<file path="src/rtl/sdac_pkg.sv">
package sdac_pkg;

    // Serial word length accepted on the wire; the retained window.
    localparam int FRAME_W = 16;

    typedef logic [FRAME_W-1:0] frame_t;

    // Source chosen for the holding register in one cycle.
    typedef enum logic [1:0] {
        UPD_KEEP   = 2'd0,
        UPD_MID    = 2'd1,
        UPD_DIRECT = 2'd2,
        UPD_HELD   = 2'd3
    } upd_e;

    // Decoded control events for one sampling cycle.
    typedef struct packed {
        logic cs_rise;
        logic clr_fall;
        logic clr_low;
        logic ldac_low;
    } ctl_t;

    function automatic upd_e pick_update(ctl_t c);
        if (c.clr_fall)      return UPD_MID;
        else if (c.clr_low)  return UPD_KEEP;
        else if (c.ldac_low) return c.cs_rise ? UPD_DIRECT : UPD_HELD;
        else                 return UPD_KEEP;
    endfunction

endpackage

</file>
<file path="src/rtl/sdac_edge.sv">
module sdac_edge #(
    parameter logic IDLE   = 1'b0,
    parameter bit   RISING = 1'b1
) (
    input  logic clk,
    input  logic rst,
    input  logic sig,
    output logic evt
);

    logic sig_q;

    always_ff @(posedge clk) begin
        if (rst) sig_q <= IDLE;
        else     sig_q <= sig;
    end

    generate
        if (RISING) begin : g_rise
            assign evt = sig & ~sig_q;
        end else begin : g_fall
            assign evt = ~sig & sig_q;
        end
    endgenerate

endmodule

</file>
<file path="src/rtl/sdac_shift.sv">
module sdac_shift
    import sdac_pkg::*;
(
    input  logic   clk,
    input  logic   rst,
    input  logic   shift_en,
    input  logic   din,
    output frame_t sreg
);

    // No reset: contents are undefined at power-up.
    always_ff @(posedge clk) begin
        if (shift_en) sreg <= {sreg[FRAME_W-2:0], din};
    end

    // new bit lands in the LSB
    assert_lsb_in_R2: assert property (@(posedge clk) disable iff (rst)
        shift_en |=> sreg[0] == $past(din));

    // older bits move toward the MSB
    assert_move_up_R2: assert property (@(posedge clk) disable iff (rst)
        shift_en |=> sreg[FRAME_W-1:1] == $past(sreg[FRAME_W-2:0]));

endmodule

</file>
<file path="src/rtl/sdac_latch.sv">
module sdac_latch
    import sdac_pkg::*;
#(
    parameter int RES_W = 16
) (
    input  logic             clk,
    input  logic             rst,
    input  logic [RES_W-1:0] word,
    input  ctl_t             ctl,
    output logic [RES_W-1:0] dac_q
);

    localparam logic [RES_W-1:0] MID = {1'b1, {(RES_W-1){1'b0}}};

    logic [RES_W-1:0] hold_q;
    upd_e             sel;

    always_ff @(posedge clk) begin
        if (rst)              hold_q <= MID;
        else if (ctl.cs_rise) hold_q <= word;
    end

    always_comb sel = pick_update(ctl);

    always_ff @(posedge clk) begin
        if (rst) begin
            dac_q <= MID;
        end else begin
            case (sel)
                UPD_MID:    dac_q <= MID;
                UPD_DIRECT: dac_q <= word;
                UPD_HELD:   dac_q <= hold_q;
                default:    dac_q <= dac_q;
            endcase
        end
    end

    // clear edge yields midscale
    assert_clear_mid_R8: assert property (@(posedge clk) disable iff (rst)
        ctl.clr_fall |=> dac_q == MID);

    // clear held low freezes the output
    assert_clr_hold_R9: assert property (@(posedge clk) disable iff (rst)
        (ctl.clr_low && !ctl.clr_fall) |=> $stable(dac_q));

    // strobe high means no change
    assert_no_strobe_R7: assert property (@(posedge clk) disable iff (rst)
        (!ctl.ldac_low && !ctl.clr_fall) |=> $stable(dac_q));

    // direct load at chip-select rise
    assert_direct_R6: assert property (@(posedge clk) disable iff (rst)
        (ctl.cs_rise && ctl.ldac_low && !ctl.clr_low && !ctl.clr_fall)
            |=> dac_q == $past(word));

    // frame captured in the input latch
    assert_latch_R7: assert property (@(posedge clk) disable iff (rst)
        ctl.cs_rise |=> hold_q == $past(word));

endmodule

</file>
<file path="src/rtl/sdac_front.sv">
module sdac_front
    import sdac_pkg::*;
#(
    parameter int RES_W = 16
) (
    input  logic             clk,
    input  logic             rst,
    input  logic             cs_n,
    input  logic             sclk,
    input  logic             din,
    input  logic             ldac_n,
    input  logic             clr_n,
    output logic [RES_W-1:0] dac_code
);

    localparam int DROP_W = FRAME_W - RES_W;

    logic       sclk_rise;
    logic       cs_rise;
    logic       clr_fall;
    frame_t     shreg;
    ctl_t       ctl;
    logic [RES_W-1:0] word_res;

    sdac_edge #(.IDLE(1'b0), .RISING(1'b1)) u_sclk_edge (
        .clk(clk), .rst(rst), .sig(sclk), .evt(sclk_rise));

    sdac_edge #(.IDLE(1'b1), .RISING(1'b1)) u_cs_edge (
        .clk(clk), .rst(rst), .sig(cs_n), .evt(cs_rise));

    sdac_edge #(.IDLE(1'b1), .RISING(1'b0)) u_clr_edge (
        .clk(clk), .rst(rst), .sig(clr_n), .evt(clr_fall));

    sdac_shift u_shift (
        .clk(clk), .rst(rst), .shift_en(sclk_rise & ~cs_n),
        .din(din), .sreg(shreg));

    generate
        if (DROP_W == 0) begin : g_full
            assign word_res = shreg;
        end else begin : g_reduced
            assign word_res = shreg[FRAME_W-1 -: RES_W];
        end
    endgenerate

    always_comb begin
        ctl.cs_rise  = cs_rise;
        ctl.clr_fall = clr_fall;
        ctl.clr_low  = ~clr_n;
        ctl.ldac_low = ~ldac_n;
    end

    sdac_latch #(.RES_W(RES_W)) u_latch (
        .clk(clk), .rst(rst), .word(word_res), .ctl(ctl), .dac_q(dac_code));

    // deselected shifter is frozen
    assert_cs_high_R3: assert property (@(posedge clk) disable iff (rst)
        cs_n |=> $stable(shreg));

    initial assert (RES_W == 12 || RES_W == 16);

endmodule

</file>
<file path="config.mk">
export PLATFORM = sky130hd
export DESIGN_NAME = sdac_front
export DESIGN_NICKNAME = d
export VERILOG_FILES = /design/src/rtl/sdac_pkg.sv /design/src/rtl/sdac_edge.sv /design/src/rtl/sdac_shift.sv /design/src/rtl/sdac_latch.sv /design/src/rtl/sdac_front.sv
export SDC_FILE = /design/constraint.sdc
export NUM_CORES = 1
export LEC_CHECK = 0
export BUFFER_PORTS_ARGS = -buffer_cell sky130_fd_sc_hd__buf_2
export CAP_MARGIN = 20
export CELL_PAD_IN_SITES_DETAIL_PLACEMENT = 1
export CELL_PAD_IN_SITES_GLOBAL_PLACEMENT = 2
export CORE_MARGIN = 5
export CORE_UTILIZATION = 41
export DETAILED_ROUTE_END_ITERATION = 16
export GPL_TIMING_DRIVEN = 1
export PLACE_DENSITY = 0.78
export SETUP_SLACK_MARGIN = 0.3
export SYNTH_ARGS = -nofsm -noshare
export SYNTH_HDL_FRONTEND = slang
export SYNTH_SLANG_ARGS = --single-unit
</file>
<file path="constraint.sdc">
create_clock -name clk -period 4.8 [get_ports clk]
set_input_delay 0.96 -clock clk [delete_from_list [all_inputs] [get_ports clk]]
set_output_delay 0.96 -clock clk [all_outputs]
set_load 0.005 [all_outputs]
</file>
After elaboration in Yosys (flattened, before gate mapping)
Cells that the tools add are included.

storage, ports and cells
  flip-flop bits (word level) = 51
  word-level logic and storage cells = 23
  input bits = 7

operators by class
  bitwise gates (word level) = 8
  multiplexer cells = 5
  reductions and logical operators = 1
  equality and inequality tests = 3

operator list
  kind                  number
  $pmux W16 S3          1
  $mux W2               3
  $and A1 B1 Y1         4
  $eq A2 B2 Y1 const B  2
  $not A1 Y1            4
  $reduce_bool A3 Y1    1
  $eq A2 B1 Y1 const B  1
  $mux W1               1

Longest topological paths before layout
  depth in word-level cells = 8
  mapped depth = 5
  mapped depth without buffers = 3

Cells and area by module
Synthesis repeated with hierarchy kept, for this count alone.

unflattened totals
  cells, all modules = 134
  area, all modules = 1749.2 µm²

modules (own cells, without submodules)
  module                    area an instance (µm²)  cells each  seq. area each (µm²)  times used
  sdac_latch                1132.3                  106         640.6                 1
  sdac_shift                480.5                   16          480.5                 1
  sdac_edge at u_sclk_edge  47.5                    3           20.0                  1
  sdac_edge at u_clr_edge   35.0                    3           20.0                  1
  sdac_edge at u_cs_edge    32.5                    3           20.0                  1
  sdac_front                21.3                    3           0.0                   1

Worst setup path before layout
OpenSTA, ideal clock, no wires.

  kind = in2reg
  from = input port sclk
  to = register u_shift.sreg[0], enable pin
  data arrival time = 2.200 ns
  path buffers = 0
  setup time = 0.413 ns
  data required time = 4.387 ns
  cell stages on the path = 1
  path slack = 2.188 ns
  cells stage by stage = nor3b_1

between the ends
  word-level cells in the longest chain between the ends = 2

RTL lines
  what                  RTL line          source
  start, declared       sdac_front.sv:9   input logic sclk,
  $and A1 B1 Y1         sdac_edge.sv:20   assign evt = sig & ~sig_q;
  $and A1 B1 Y1         sdac_front.sv:35  .clk(clk), .rst(rst), .shift_en(sclk_rise & ~cs_n),
  end signal, assigned  sdac_shift.sv:13  if (shift_en) sreg <= {sreg[FRAME_W-2:0], din};
  end, declared         sdac_shift.sv:8   output frame_t sreg

Every way passes these cells.
A chain may end at the register's enable or synchronous reset.

Worst setup path in the final report
  from = input port cs_n
  to = register u_latch.dac_q[12]

between the ends
  word-level cells in the longest chain between the ends = 7

RTL lines
  what                                                       RTL line          source
  start, declared                                            sdac_front.sv:8   input logic cs_n,
  $and A1 B1 Y1 *                                            sdac_edge.sv:20
  $mux W1 *                                                  sdac_pkg.sv:27    else if (c.ldac_low) return c.cs_rise ? UPD_DIRECT : UPD_HELD;
  $mux W2 *                                                  sdac_pkg.sv:27
  $mux W2 *                                                  sdac_pkg.sv:26    else if (c.clr_low) return UPD_KEEP;
  $mux W2 *                                                  sdac_pkg.sv:25    if (c.clr_fall) return UPD_MID;
  $eq A2 B2 Y1 / $eq A2 B1 Y1 (equally long branches)        sdac_latch.sv:29  case (sel)
  $pmux W16 S3 / $reduce_bool A3 Y1 (equally long branches)  n/a
  end signal, assigned                                       sdac_latch.sv:31  UPD_DIRECT: dac_q <= word;
  end signal, assigned                                       sdac_latch.sv:32  UPD_HELD: dac_q <= hold_q;
  end signal, assigned                                       sdac_latch.sv:33  default: dac_q <= dac_q;
  end, declared                                              sdac_latch.sv:10  output logic [RES_W-1:0] dac_q

Mark *: on every way between the ends. The rest lies on a longest branch, timed or not.

==> load_flow_metrics.sql <==
INSERT INTO impl_metrics (metric_group, metric, value, unit) VALUES
('outcome', 'outcome', 'completed', ''),
('synth', 'synthesis.instances', '117', ''),
('floorplanning', 'total_die_area', '5470', 'um^2'),
('power_and_ir_drop', 'p_total', '742', 'uW'),
('synth', 'synth.yosys.seq_area_share', '70.4', '%'),
('timing', 'final.min_clock_period', '2280', 'ps'),
('place', 'final_replace_weighted_congestion', '0.665', ''),
('timing', 'fin_tns_setup', '0', 'ps'),
('routing', 'route.detailed.vias_per_inst', '4.96', ''),
('finish', 'mostFrequentLayoutCells', 'sky130_fd_sc_hd__dfxtp_1 (35), sky130_fd_sc_hd__buf_2 (22), sky130_fd_sc_hd__mux2i_1 (16), sky130_fd_sc_hd__edfxtp_1 (16)', ''),
('clocking', 'clk_root_buf', 'sky130_fd_sc_hd__clkbuf_8', ''),
('timing', 'max_freq', '439', 'MHz'),
('clocking', 'post_cts_resize_count', '0', ''),
('timing', 'relSlewSlack', '25.9', '%'),
('timing', 'report.final.setup_viol', '0', ''),
('finish', 'area_delta_synth_final', '13.7', '%'),
('clocking', 'cts_made_buffers', '5', ''),
('routing', 'drtIter0Drc', '42', ''),
('worst_hold_path', 'hold_path.class', 'reg2reg', ''),
('critical_path', 'worstPathMaxFanout', '16', ''),
('global_routing', 'first_pass_grt_wire_length', '5240', 'um'),
('global_routing', 'grt_overflow', '0', ''),
('synth', 'yosysWarnings', '0', ''),
('synth', 'synth-compound-area-share', '8.13', '%'),
('global_routing', 'grt_antenna_before_repair', '0', ''),
('worst_hold_path', 'hold_start', 'u_shift.sreg[7]$_DFFE_PP_', ''),
('critical_path', 'crit_type', 'in2reg', ''),
('clocking', 'clock-sinks', '51', ''),
('timing', 'slew_viol_final', '0', ''),
('routing', 'detail_route.wl_per_cell', '16.4', 'um'),
('clocking', 'cts-root-to-sink-buffers', '2', ''),
('timing', 'finalCritPeriodShare', '47.4', '%'),
('synth', 'synth_seq_cells', '51', ''),
('worst_hold_path', 'whs_endpoint', 'u_shift.sreg[8]$_DFFE_PP_', ''),
('floorplanning', 'core.rowCount', '23', ''),
('synth', 'synth_area_per_cell', '14.3', 'um^2'),
('power_and_ir_drop', 'power.leakage', '0.000716', 'uW'),
('floorplanning', 'start_util', '42.2', '%'),
('synth', 'synthesis.nets', '124', ''),
('clocking', 'ctsHoldBuffers', '0', ''),
('clocking', 'cts_tree', 'built', ''),
('routing', 'drc', '0', ''),
('finish', 'final.fill_count', '430', ''),
('synth', 'synthesis.area', '1680', 'um^2'),
('finish', 'drive_gt1_share', '25.4', '%'),
('routing', 'drt-pass1-iter-count', '3', ''),
('synth', 'synth_adder_area_share', '0', '%'),
('clocking', 'cts-htree-levels', '2', ''),
('power_and_ir_drop', 'total_power_per_unit_cell_area', '390', 'nW/um^2'),
('job', 'drv.max_cap_violation_count', '0', ''),
('timing', 'grt_setup_unrepaired', 'false', ''),
('timing', 'worstMarginPinSlew', '1110', 'ps'),
('synth', 'synthXorXnorAreaFrac', '0', '%'),
('synth', 'synth_top_family_by_area', 'multiplexers', ''),
('routing', 'antenna_left', '0', ''),
('synth', 'synth_mux_area_share', '9.55', '%'),
('floorplanning', 'die_y', '73.9', 'um'),
('critical_path', 'critPathCaptureType', 'register', ''),
('timing', 'clock_skew', '2.74', 'ps'),
('critical_path', 'crit-reg2reg-capture', 'u_latch.dac_q[12]$_SDFFE_PP0P_', ''),
('worst_hold_path', 'hold-path-cell-count', '0', ''),
('synth', 'synth_simple_gate_area_share', '8.06', '%'),
('critical_path', 'worst-r2r-cell-count', '3', ''),
('clocking', 'post-cts-setup-buffers', '0', ''),
('synth', 'synth_cell_type_count', '19', ''),
('timing', 'finalHoldWorstSlack', '459', 'ps'),
('critical_path', 'critPathLaunchType', 'primary input', ''),
('timing', 'finalHoldViolCount', '0', ''),
('finish', 'final_nets', '148', ''),
('place', 'dpl.hpwl', '2020', 'um'),
('floorplanning', 'horizontal_extent_of_the_die', '73.9', 'um');
sequential cells by signal (all words and copies together), names as in the netlist:
register,cells
u_latch.hold_q,16
u_cs_edge.sig_q,1
u_latch.dac_q,16
u_sclk_edge.sig_q,1
u_shift.sreg,16
u_clr_edge.sig_q,1
worst max path at each step:
stage                     slack [ps]                             end  depth (start not counted)
after detailed placement        2260  u_latch.dac_q[12]$_SDFFE_PP0P_                          4
after floorplan                 2190       u_shift.sreg[0]$_DFFE_PP_                          1
after global routing            2460  u_latch.dac_q[12]$_SDFFE_PP0P_                          4
after CTS                       2540  u_latch.dac_q[12]$_SDFFE_PP0P_                          4
after global placement          2260  u_latch.dac_q[12]$_SDFFE_PP0P_                          4
final                           2520  u_latch.dac_q[12]$_SDFFE_PP0P_                          4
report_power, final:
| part | leakage [uW] | switching, uW | total (uW) | internal [uW] |
|---|---|---|---|---|
| sequential | 0.000433 | 5.37 | 462 | 457 |
| combinational | 0.000237 | 21.7 | 35.5 | 13.8 |
| clock | 0.0000459 | 129 | 245 | 116 |
worst max-delay path: stages:
cell and delay, ps:
sky130_fd_sc_hd__buf_2 100, sky130_fd_sc_hd__nor2b_2 880, sky130_fd_sc_hd__mux2i_1 380, sky130_fd_sc_hd__o2bb2ai_1 110
final cells by class:
type	count	area, um^2	area share [%]
flip-flops and latches	51	1180	62.0
multi-input cells	58	439	23.0
repair buffers	24	129	6.76
clock buffers	7	86.3	4.53
well taps	50	62.6	3.28
clock inverters	1	3.75	0.197
inverters	1	3.75	0.197
metal layers:
| layer | GRT usage (%) | wire length (um) |
|---|---|---|
| met5 | 0 | 0 |
| met4 | 5.63 | 57 |
| met3 | 4.05 | 113 |
| met2 | 21.1 | 1510 |
| met1 | 16.1 | 1480 |
logic make-up after synthesis:
kind of cell | count (synthesis)
compound gates | 16
buf+inv | 8
flops | 51
mux | 16
simple gates | 26
cells in the mapped netlist:
cell | n | area [um^2]
sky130_fd_sc_hd__mux2i_1 | 16 | 160
sky130_fd_sc_hd__o2bb2ai_1 | 15 | 131
sky130_fd_sc_hd__dfxtp_1 | 35 | 701
sky130_fd_sc_hd__or2_2 | 2 | 12.5
sky130_fd_sc_hd__edfxtp_1 | 16 | 480
sky130_fd_sc_hd__nor3_2 | 1 | 10.0
sky130_fd_sc_hd__nor2b_1 | 3 | 18.8
sky130_fd_sc_hd__buf_6 | 2 | 22.5
sky130_fd_sc_hd__buf_8 | 1 | 15.0
sky130_fd_sc_hd__or3b_1 | 1 | 8.76
sky130_fd_sc_hd__nor2b_2 | 1 | 8.76
sky130_fd_sc_hd__clkbuf_1 | 2 | 7.51
sky130_fd_sc_hd__inv_1 | 1 | 3.75
sky130_fd_sc_hd__a21oi_1 | 1 | 5.00
sky130_fd_sc_hd__nor2_1 | 15 | 56.3
sky130_fd_sc_hd__buf_4 | 2 | 15.0
sky130_fd_sc_hd__nor4_1 | 1 | 6.26
sky130_fd_sc_hd__nor3b_1 | 1 | 7.51
sky130_fd_sc_hd__nand2b_1 | 1 | 6.26
stage by stage:
step | utilization [%] | setup slack (ps) | instance area, um^2 | cells
2_1_floorplan | - | 2190 | 1680 | 117
3_3_place_gp | 45.4 | 2260 | 1800 | 183
3_5_place_dp | 45.4 | 2260 | 1800 | 183
4_1_cts | 47.7 | 2540 | 1890 | 191
5_1_grt | 48.0 | 2460 | 1910 | 192
6_report | 48.0 | 2520 | 1910 | 192
Note: power is estimated with default switching activity, not from simulation.
